### src/rtl/psq_pkg.sv
package psq_pkg;

  typedef enum logic [2:0] {
    ST_RUN    = 3'd0,
    ST_SOFT   = 3'd1,
    ST_HARD   = 3'd2,
    ST_SETTLE = 3'd3,
    ST_RESET  = 3'd4
  } psq_state_e;

  typedef enum logic [1:0] {
    ACT_NONE     = 2'd0,
    ACT_VECTOR   = 2'd1,
    ACT_CONTINUE = 2'd2,
    ACT_RESTART  = 2'd3
  } psq_act_e;

endpackage

### src/rtl/psq_wake_arb.sv
module psq_wake_arb
  import psq_pkg::*;
(
  input  psq_state_e state,
  input  logic       core_rst,
  input  logic       host_wr,
  input  logic       ibf_irq_en,
  output logic       rst_take,
  output logic       host_take,
  output psq_act_e   host_act
);

  logic asleep;

  always_comb begin
    asleep    = (state == ST_SOFT) || (state == ST_HARD);
    rst_take  = core_rst;
    // reset wins over a host write in the same cycle
    host_take = host_wr && !core_rst && asleep;
    host_act  = ibf_irq_en ? ACT_VECTOR : ACT_CONTINUE;
  end

endmodule

### src/rtl/psq_settle_timer.sv
module psq_settle_timer #(
  parameter int SETTLE_W = 8
) (
  input  logic                clk,
  input  logic                rst_n,
  input  logic                load,
  input  logic [SETTLE_W-1:0] load_val,
  input  logic                tick,
  output logic                load_zero,
  output logic                done
);

  localparam logic [SETTLE_W-1:0] ONE = SETTLE_W'(1);

  logic [SETTLE_W-1:0] cnt_q;

  always_ff @(posedge clk or negedge rst_n) begin
    if (!rst_n) begin
      cnt_q <= '0;
    end else if (load) begin
      cnt_q <= load_val;
    end else if (tick && (cnt_q != '0)) begin
      cnt_q <= cnt_q - ONE;
    end
  end

  assign load_zero = (load_val == '0);
  assign done      = (cnt_q <= ONE);

endmodule

### src/rtl/psq_fsm.sv
module psq_fsm
  import psq_pkg::*;
(
  input  logic       clk,
  input  logic       rst_n,
  input  logic       halt_req,
  input  logic       stop_req,
  input  logic       rst_take,
  input  logic       host_take,
  input  psq_act_e   host_act,
  input  logic       load_zero,
  input  logic       tmr_done,
  output psq_state_e state,
  output logic       tmr_load,
  output logic       tmr_tick,
  output logic       exec_clk_en,
  output logic       tmr_clk_en,
  output logic       osc_en,
  output psq_act_e   act
);

  psq_state_e state_q, state_n;
  psq_act_e   act_q, act_n;
  psq_act_e   pend_q;

  always_comb begin
    state_n  = state_q;
    act_n    = ACT_NONE;
    tmr_load = 1'b0;
    if (rst_take) begin
      state_n = ST_RESET;
    end else begin
      unique case (state_q)
        ST_RUN: begin
          if (stop_req)      state_n = ST_HARD;
          else if (halt_req) state_n = ST_SOFT;
        end
        ST_SOFT: begin
          if (host_take) begin
            state_n = ST_RUN;
            act_n   = host_act;
          end
        end
        ST_HARD: begin
          if (host_take) begin
            if (load_zero) begin
              state_n = ST_RUN;
              act_n   = host_act;
            end else begin
              state_n  = ST_SETTLE;
              tmr_load = 1'b1;
            end
          end
        end
        ST_SETTLE: begin
          if (tmr_done) begin
            state_n = ST_RUN;
            act_n   = pend_q;
          end
        end
        ST_RESET: begin
          state_n = ST_RUN;
          act_n   = ACT_RESTART;
        end
        default: state_n = ST_RUN;
      endcase
    end
  end

  always_ff @(posedge clk or negedge rst_n) begin
    if (!rst_n) begin
      state_q <= ST_RUN;
      act_q   <= ACT_NONE;
      pend_q  <= ACT_CONTINUE;
    end else begin
      state_q <= state_n;
      act_q   <= act_n;
      if (tmr_load) pend_q <= host_act;
    end
  end

  assign state       = state_q;
  assign tmr_tick    = (state_q == ST_SETTLE);
  assign exec_clk_en = (state_q == ST_RUN);
  assign tmr_clk_en  = (state_q == ST_RUN) || (state_q == ST_SOFT) || (state_q == ST_RESET);
  assign osc_en      = (state_q != ST_HARD);
  assign act         = act_q;

endmodule

### src/rtl/sleep_ctrl.sv
module sleep_ctrl
  import psq_pkg::*;
#(
  parameter int SETTLE_W = 8
) (
  input  logic                clk,
  input  logic                rst_n,
  input  logic                halt_req,
  input  logic                stop_req,
  input  logic                host_wr,
  input  logic                ibf_irq_en,
  input  logic                core_rst,
  input  logic [SETTLE_W-1:0] settle_cycles,
  output logic                exec_clk_en,
  output logic                tmr_clk_en,
  output logic                osc_en,
  output logic                act_valid,
  output logic [1:0]          act_code
);

  psq_state_e state;
  psq_act_e   host_act, act;
  logic       rst_take, host_take;
  logic       tmr_load, tmr_tick, load_zero, tmr_done;

  psq_wake_arb i_arb (
    .state      (state),
    .core_rst   (core_rst),
    .host_wr    (host_wr),
    .ibf_irq_en (ibf_irq_en),
    .rst_take   (rst_take),
    .host_take  (host_take),
    .host_act   (host_act)
  );

  psq_settle_timer #(.SETTLE_W(SETTLE_W)) i_timer (
    .clk       (clk),
    .rst_n     (rst_n),
    .load      (tmr_load),
    .load_val  (settle_cycles),
    .tick      (tmr_tick),
    .load_zero (load_zero),
    .done      (tmr_done)
  );

  psq_fsm i_fsm (
    .clk         (clk),
    .rst_n       (rst_n),
    .halt_req    (halt_req),
    .stop_req    (stop_req),
    .rst_take    (rst_take),
    .host_take   (host_take),
    .host_act    (host_act),
    .load_zero   (load_zero),
    .tmr_done    (tmr_done),
    .state       (state),
    .tmr_load    (tmr_load),
    .tmr_tick    (tmr_tick),
    .exec_clk_en (exec_clk_en),
    .tmr_clk_en  (tmr_clk_en),
    .osc_en      (osc_en),
    .act         (act)
  );

  assign act_valid = (act != ACT_NONE);
  assign act_code  = act;

endmodule

### config.mk
export PLATFORM = sky130hd
export DESIGN_NAME = sleep_ctrl
export DESIGN_NICKNAME = d
export VERILOG_FILES = /design/src/rtl/psq_pkg.sv /design/src/rtl/psq_wake_arb.sv /design/src/rtl/psq_settle_timer.sv /design/src/rtl/psq_fsm.sv /design/src/rtl/sleep_ctrl.sv
export SDC_FILE = /design/constraint.sdc
export NUM_CORES = 1
export LEC_CHECK = 0
export BUFFER_PORTS_ARGS = -buffer_cell sky130_fd_sc_hd__buf_4
export CAP_MARGIN = 40
export CORE_UTILIZATION = 32
export CTS_BUF_LIST = sky130_fd_sc_hd__clkbuf_8 sky130_fd_sc_hd__clkbuf_16
export DETAILED_ROUTE_END_ITERATION = 8
export PLACE_DENSITY = 0.58
export SYNTH_ARGS = -nofsm -noshare
export SYNTH_HDL_FRONTEND = slang
export SYNTH_SLANG_ARGS = --single-unit
### constraint.sdc
create_clock -name clk -period 2.1 [get_ports clk]
set_input_delay 0.21 -clock clk [delete_from_list [all_inputs] [get_ports clk]]
set_output_delay 0.21 -clock clk [all_outputs]
set_load 0.02 [all_outputs]
==> impl_metrics.ini, run 1 <==
[timing]
layout_setup_ws_ps = 170
tns_ps = 0
setup_violations = 0
fmax_ghz = 0.518
holdWs_ps = 115
period_needed_ps = 1930
min_period_over_period_pct = 91.9
skew_ps = 6.63
rsz0062_at_grt = false
slew_headroom_pct = 64.1
finalHoldViolCount = 0
worst-slew-pin-transition_ps = 537
slew_violations = 0

[hold_path]
min-delay-path-class = in2reg
worstHoldStart = core_rst

[routing]
dr.first_iter.drc_count = 28
route.detailed.drc = 2
antenna_left = 0
vias = 874
drt-wirelength-per-cell_um = 13.8
drt-total-wl_mm = 2.18
dr.pass1.iters = 6
vias_per_cell = 5.53

[final_layout]
fin_area_mm2 = 0.00127
utilization_pct = 44.4
fin_cells = 158
layout.nets = 145
final_common_cell = buf_4
drive_above_1_share_pct = 33.9
insertedDiodeCount = 0
area_delta_synth_final_pct = 26.5
most-common-layout-cells = buf_4 (27), dfrtp_1 (14), nor2_1 (8)

[cts]
post_cts_resize_count = 0
cts_buffers = 3
tritoncts = yes
postCtsSetupBuffers = 0
clockBufferDepth = 2
cts.sinks = 15
insertion_delay_ps = 240
h-tree-depth = 1
path_clk_slew_ps = 60
ctsHoldBuffers = 1
cts_root_buf = clkbuf_8

[power_and_ir_drop]
powerDensity_mw_per_mm2 = 940
p_leak_nw = 0.545
peakVddDrop_mv = 0.329
p_total_mw = 1.19

[setup_path]
cp.required_ps = 2230
crit_fanout = 6
cp-end-kind = flop
crit_type = reg2reg
cp.arrival_ps = 2060
startpoint_type = flop
startpoint = i_timer.cnt_q[0]
worstReg2RegStart = i_timer.cnt_q[0]

[synthesis]
ys_ff_latch = 15
syn_nets = 117
synthCells = 100
ys.flop_type = dfrtp_1
async_flop_share_pct = 100
synth.avg_cell_area_um2 = 10.0
syn_area_mm2 = 0.00100
synth_edf_count = 0
ys.warnings.count = 0
synth_cell_types = 43
yosysSeqAreaShare_pct = 37.6

[grt]
use_met2_pct = 22.8
grt_use_met1_pct = 19.3
grt_usage_pct = 14.5
grt_most_used_layer = met2
grt_pass1_vias = 861
antenna_found_initial = 0
grt_max_degree = 16
met3_usage_pct = 2.46
grt_pass1_wl_mm = 3.71
gr-total-overflow = 0

[run_status]
status = complete, but fails checks
violations = DRC

[floorplanning]
fp-row-count = 19
die_y_um = 58.0
num_io_pins = 21
die_x_um = 58.0
initial_core_util_pct = 35.1
die-area_mm2 = 0.00336
core-area_mm2 = 0.00285

[flow_run]
cap_violations = 0

[placed_design]
port_buffers = 20
place.gp.congestion = 0.794
dp_hpwl_mm = 1.70
place_ws_ps = 202
dp.cells = 153
dpl_cell_area_mm2 = 0.00121
[power breakdown]
part           total [mW]  internal (mW)  switching, mW  leakage (nW)
Sequential          0.521          0.396          0.125         0.187
Clock               0.222          0.129         0.0934        0.0269
Combinational       0.448          0.230          0.218         0.331
Total                1.19          0.755          0.436         0.545
[final timing paths]
check / end / slack, ps / cells after the start
max reg2reg: i_timer.cnt_q[3] / 170 / 6
min reg2reg: i_fsm.pend_q[0] / 490 / 1
min in group asynchronous: i_timer.cnt_q[7] / 360 / 2
max in group asynchronous: i_fsm.pend_q[1] / 1490 / 2
min: i_fsm.state[2] / 110 / 1
max: i_timer.cnt_q[3] / 170 / 6
[synth_stat cells, types with 2 or more instances]
cell type	count	area share, %
a21o_1	2	1.5
a21oi_1	6	3.0
a221o_1	5	5.0
a22o_1	2	1.7
a311oi_1	2	1.7
clkbuf_1	2	0.75
dfrtp_1	14	35
ha_1	2	2.5
inv_1	5	1.9
mux2_1	2	2.2
mux2i_1	3	3.0
nand2_1	2	0.75
nand2b_1	2	1.2
nor2_1	8	3.0
nor3_1	6	3.0
nor3b_1	2	1.5
nor4_2	3	3.7
o21ai_0	3	1.5
o21ai_1	2	1.0
o2bb2ai_1	2	1.7
o41ai_1	2	1.7
or3b_2	2	1.7
[state kept, by name (all words and copies together), names as in the netlist]
register and flops:
i_fsm.act 2, i_fsm.pend_q 2, i_fsm.state 3, i_timer.cnt_q 8
[metal layers]
layer	routed length (µm)	up-vias	part of all wire [%]
met4	30	0	1.4
met3	98	2	4.5
met1	1050	411	48
li1	-	443	-
met2	1000	18	46
met5	0	-	0
[final cells by class]
cell class	count	area (µm²)
clock buffers	3	41.3
fillers	286	1590
repair buffers	28	213
clock inverters	1	3.75
multi-input cells	75	576
well taps	31	38.8
inverters	5	18.8
flip-flops and latches	15	377
[worst max-delay path: stages (launching register included)]
cell,delay (ps)
dfrtp_1,420
inv_1,90
ha_1,230
nor3b_1,410
a21oi_2,190
mux2i_1,150
a221o_1,310
[cells by family (layout without fill, tap and decap cells)]
group                      Yosys count  after routing  synth area share (%)
muxes                                5              5                  5.24
and+or+nand+nor                     35             35                  23.5
buffers and inverters               10             37                  4.99
adders and majority gates            2              2                  2.50
DFF                                 15             15                  37.6
AOI/OAI and AO/OA                   33             33                  26.2
No activity file was read; power rests on OpenSTA's default activity.
==> run 2, diff against run 1 <==
- SYNTH_HIERARCHICAL: default -> 1
==> impl_metrics.ini, run 2 <==
[flow_run]
cap_violations = 0

[setup_path]
crit_fanout = 5
cp-end-kind = flop
cp.arrival_ps = 2160
startpoint_type = flop
crit_type = reg2reg
cp.required_ps = 2230

[hold_path]
min-delay-path-class = in2reg

[routing]
vias = 990
dr.pass1.iters = 4
vias_per_cell = 5.16
dr.first_iter.drc_count = 26
drt-wirelength-per-cell_um = 13.3
drt-total-wl_mm = 2.55
route.detailed.drc = 0
antenna_left = 0

[grt]
gr-total-overflow = 0
grt_pass1_wl_mm = 4.28
grt_max_degree = 16
antenna_found_initial = 0
grt_usage_pct = 16.1
grt_pass1_vias = 936

[power_and_ir_drop]
seqPwrFrac_pct = 43.8
peakVddDrop_mv = 0.231
powerDensity_mw_per_mm2 = 543
p_total_uw = 765
sw_frac_of_total_pct = 29.6
clockPowerShare_pct = 31.7
comb_power_share_pct = 24.5
p_leak_nw = 0.603
internal-power_uw = 539
switching_power_uw = 227

[floorplanning]
die_x_um = 59.7
core-area_mm2 = 0.00310
initial_core_util_pct = 34.3
die-area_mm2 = 0.00356
die_y_um = 59.7
fp-row-count = 20
num_io_pins = 21

[synthesis]
synth_commonest_cells = dfrtp_1 (14), nor2_1 (7), a21oi_1 (6), nand3_1 (6)
ys_ff_latch = 15
synth_edf_count = 0
synth.avg_cell_area_um2 = 9.33
yosysTopAreaCellShare_pct = 32.9
synthDominantAreaCellType = dfrtp_1
syn_area_mm2 = 0.00106
syn_nets = 132
ys.flop_type = dfrtp_1
synth.most_common_cell = dfrtp_1
synth_cell_types = 47
ys.warnings.count = 6
synth.top_cells.by_area = dfrtp_1 (33%), ha_1 (3.5%), nand2b_1 (2.9%)
yosysSeqAreaShare_pct = 35.4
async_flop_share_pct = 100
synthCells = 114

[final_layout]
insertedDiodeCount = 0
layout.nets = 167
fin_cells = 192
area_delta_synth_final_pct = 32.6
drive_above_1_share_pct = 37.2
final_common_cell = buf_4
multi_input_area_um2 = 618
largest_reg_flops = 8
num-fill-cells = 325
registers.top_by_ff_count = i_timer/cnt_q
most-common-layout-cells = buf_4 (37), dfrtp_1 (14), nor2_1 (7), a21oi_1 (6), nand3_1 (6)
register_area_um2 = 377

[timing]
fmax_ghz = 0.493
rsz0062_at_grt = true
slew_headroom_pct = 65.1
tns_ps = 0
period_needed_ps = 2030
finalHoldViolCount = 0
min_period_over_period_pct = 96.6
skew_ps = 2.18
holdWs_ps = 118
setup_violations = 0
slew_violations = 0
worst-slew-pin-transition_ps = 516

[cts]
path_clk_slew_ps = 70
h-tree-depth = 1
postCtsSetupBuffers = 0
tritoncts = yes
post_cts_resize_count = 0
insertion_delay_ps = 250
cts.sinks = 15
clockBufferDepth = 2
cts_root_buf = clkbuf_8
cts_buffers = 3

[placed_design]
port_buffers = 20
dp.cells = 187
place.gp.congestion = 0.843
dp_hpwl_mm = 1.92

[run_status]
status = finished, final reports clean
run 2: final cells by class:
class,count,area share (%)
clock buffers,3,2.93
clock inverters,1,0.355
inverters,6,1.86
multi-input cells,85,43.8
flip-flops and latches,15,26.7
well taps,44,3.90
repair buffers,38,20.4
run 2: logic make-up (layout without fill, tap and decap cells):
family | count (synthesis) | count (layout) | share of synthesized area (%)
AND/OR/NAND/NOR | 52 | 52 | 30.7
AO/OA/AOI/OAI | 26 | 26 | 18.1
flip-flops | 15 | 15 | 35.4
buffers and inverters | 14 | 48 | 6.47
adder cells (fa/ha/maj) | 3 | 3 | 3.53
multiplexers | 3 | 3 | 4.94
XOR/XNOR | 1 | 1 | 0.824
run 2: worst paths after layout:
kind | end | depth (start not counted) | start | slack (ps)
setup / recovery | i_timer/cnt_q[7] | 8 | i_fsm/state[1] | 70
hold / removal | i_fsm/state[2] | 1 | core_rst | 120
setup reg to reg | i_timer/cnt_q[7] | 8 | i_fsm/state[1] | 70
hold reg to reg | i_fsm/pend_q[0] | 1 | i_fsm/pend_q[0] | 530
max in group asynchronous | i_fsm/pend_q[1] | 2 | rst_n | 1500
min in group asynchronous | i_timer/cnt_q[1] | 2 | rst_n | 350
run 2: stage by stage:
stage / util, % / cell area [µm²] / worst slack (ps)
after floorplan: - / 1070 / -97.4
after global placement: 43.6 / 1350 / -76.2
after detailed placement: 43.6 / 1350 / -106
after CTS: 45.4 / 1410 / 26.3
after global routing: 45.4 / 1410 / -33.8
final: 45.4 / 1410 / 71.7
run 2: what timing repair did:
| action | 4_1_cts | 5_1_grt |
|---|---|---|
| endpoints found under the hold margin | 14 | 0 |
| endpoints found under the setup margin | 0 | 5 |
| hold buffers | 1 | 0 |
run 2: worst max-delay path, cell delays in order, from the launching register on:
cell      delay [ps]
dfrtp_1          390
xnor2_1          140
nor4b_2          270
nand2b_1         110
or4_4            450
inv_4             90
clkinv_2          80
o311a_1          130
a221o_1          260
run 2: routing by layer:
layer  routed length [µm]  track usage (%)  vias up
met3                   52             1.30        2
met5                    0                0        -
met4                   27             6.98        0
met1                 1260             22.6      469
met2                 1210             25.4       15
li1                     -                -      504
run 2: power by group through the flow:
stage / Sequential [mW] / Combinational (mW) / Clock [mW]
finish: 0.335 / 0.188 / 0.243
global route: 0.339 / 0.211 / 0.260
CTS: 0.335 / 0.188 / 0.250
detailed placement: 0.341 / 0.185 / 0
global placement: 0.340 / 0.184 / 0
floorplan: 0.342 / 0.111 / 0
==> run 3, diff against run 2 <==
- SLEW_MARGIN: default -> 20
- clock period: 2.1 -> 2.2 ns (I/O delays scaled with it)
==> impl_metrics.ini, run 3 (synthesis gave the netlist of run 2 again) <==
[timing]
layout_setup_ws_ps = 146
slew_violations = 0
finalHoldViolCount = 0
min_period_over_period_pct = 93.3
worst-slew-pin-transition_ps = 414
slew_headroom_pct = 72.0
skew_ps = 2.18
setup_violations = 0
rsz0062_at_grt = false
fmax_ghz = 0.487
tns_ps = 0
period_needed_ps = 2050

[grt]
grt_pass1_vias = 996
gr-total-overflow = 0
grt_usage_pct = 16.2
antenna_found_initial = 0
grt_max_degree = 16
grt_pass1_wl_mm = 4.37

[final_layout]
num-fill-cells = 327
registers.top_by_ff_count = i_timer/cnt_q
drive_above_1_share_pct = 35.6
fin_area_mm2 = 0.00140
final_common_cell = buf_4
area_delta_synth_final_pct = 31.2
most-common-layout-cells = buf_4 (35), dfrtp_1 (14), nor2_1 (7), a21oi_1 (6), nand3_1 (6)
insertedDiodeCount = 0
largest_reg_flops = 8
layout.nets = 165
fin_cells = 190

[setup_path]
crit_fanout = 6
slowest_delay_ps = 480
crit_chain = xnor2_1 -> nor4b_2 -> nand2b_1 -> or4_4 -> inv_4 -> buf_4 -> nor3b_1 -> a21oi_1 -> nand3_1
cp.required_ps = 2320
reg2reg_slack_ps = 150
startpoint_type = flop
cp_num_buf_inv = 2
cp.arrival_ps = 2170
cp-end-kind = flop
cp_slowest_cell = or4_4
crit_type = reg2reg
critical-path-top-delay-family = simple AND/OR/NAND/NOR gates

[run_status]
status = finished, final reports clean

[placed_design]
dpl_cell_area_mm2 = 0.00133
place_ws_ps = 8.98
dp_hpwl_mm = 2.00
port_buffers = 20
place.gp.congestion = 0.911
dp.cells = 184

[floorplanning]
num_io_pins = 21
initial_core_util_pct = 34.3
die-area_mm2 = 0.00356
die_x_um = 59.7
core-area_mm2 = 0.00310
fp-row-count = 20
die_y_um = 59.7

[cts]
cts.sinks = 15
h-tree-depth = 1
cts_root_buf = clkbuf_8
cts_buffers = 3
insertion_delay_ps = 240
clockBufferDepth = 2
path_clk_slew_ps = 60
tritoncts = yes

[routing]
route.detailed.drc = 0
vias_per_cell = 5.35
drt-total-wl_mm = 2.64
dr.pass1.iters = 4
drt-wirelength-per-cell_um = 13.9
dr.first_iter.drc_count = 25
antenna_left = 0
vias = 1016

[hold_path]
min-delay-path-class = in2reg

[power_and_ir_drop]
powerDensity_mw_per_mm2 = 516
peakVddDrop_mv = 0.331
p_leak_nw = 0.599

[flow_run]
cap_violations = 0
-- run 3: cell count changes in the layout (fill, tap and decap cells not counted) --
cell / before / now
buf_4: 37 / 35
clkinv_2: 2 / 0
inv_1: 4 / 5
inv_4: 1 / 2
-- run 3: what timing repair did --
action	in CTS	in global routing
endpoints found under the setup margin	1	2
hold buffers	1	0
setup buffers	0	1
pin swaps	1	0
hold endpoints to repair	14	0
gates resized for setup	0	1
-- run 3: area by class of cell --
type	count	area, µm²	area share (%)
timing repair buffer	36	273	19.6
clock buffer	3	41.3	2.96
clock inverter	1	3.75	0.269
inverter	6	27.5	1.97
multi-input combinational	85	618	44.3
sequential	15	377	27.0
tap	44	55.1	3.95
-- run 3: routing by layer --
layer	share of wire [%]	up-vias	track usage, %
met5	0	-	0
met1	47	491	22.1
met4	0.42	0	2.99
met2	47	25	26.2
met3	5.0	2	3.90
li1	-	498	-
-- run 3: stage by stage --
stage | utilization (%) | power [mW] | hold slack, ps
after floorplan | - | 0.432 | -75.6
after global placement | 42.9 | 0.497 | 86.9
after detailed placement | 42.9 | 0.502 | 92.1
after CTS | 44.7 | 0.728 | 131
after global routing | 45.0 | 0.758 | 133
final | 45.0 | 0.719 | 139
-- run 3: final timing paths --
check,startpoint,to,depth (start not counted)
setup / recovery,i_fsm/state[1],i_timer/cnt_q[0],9
hold / removal,core_rst,i_fsm/state[2],1
hold reg to reg,i_fsm/pend_q[0],i_fsm/pend_q[0],1
min in group asynchronous,rst_n,i_timer/cnt_q[7],2
setup reg to reg,i_fsm/state[1],i_timer/cnt_q[0],9
max in group asynchronous,rst_n,i_fsm/pend_q[1],2
-- run 3: power by group --
part | switching, mW | internal, mW | leakage [nW]
clock | 0.0978 | 0.123 | 0.0269
combinational | 0.0873 | 0.0905 | 0.387
sequential | 0.0215 | 0.299 | 0.185
total | 0.207 | 0.513 | 0.599
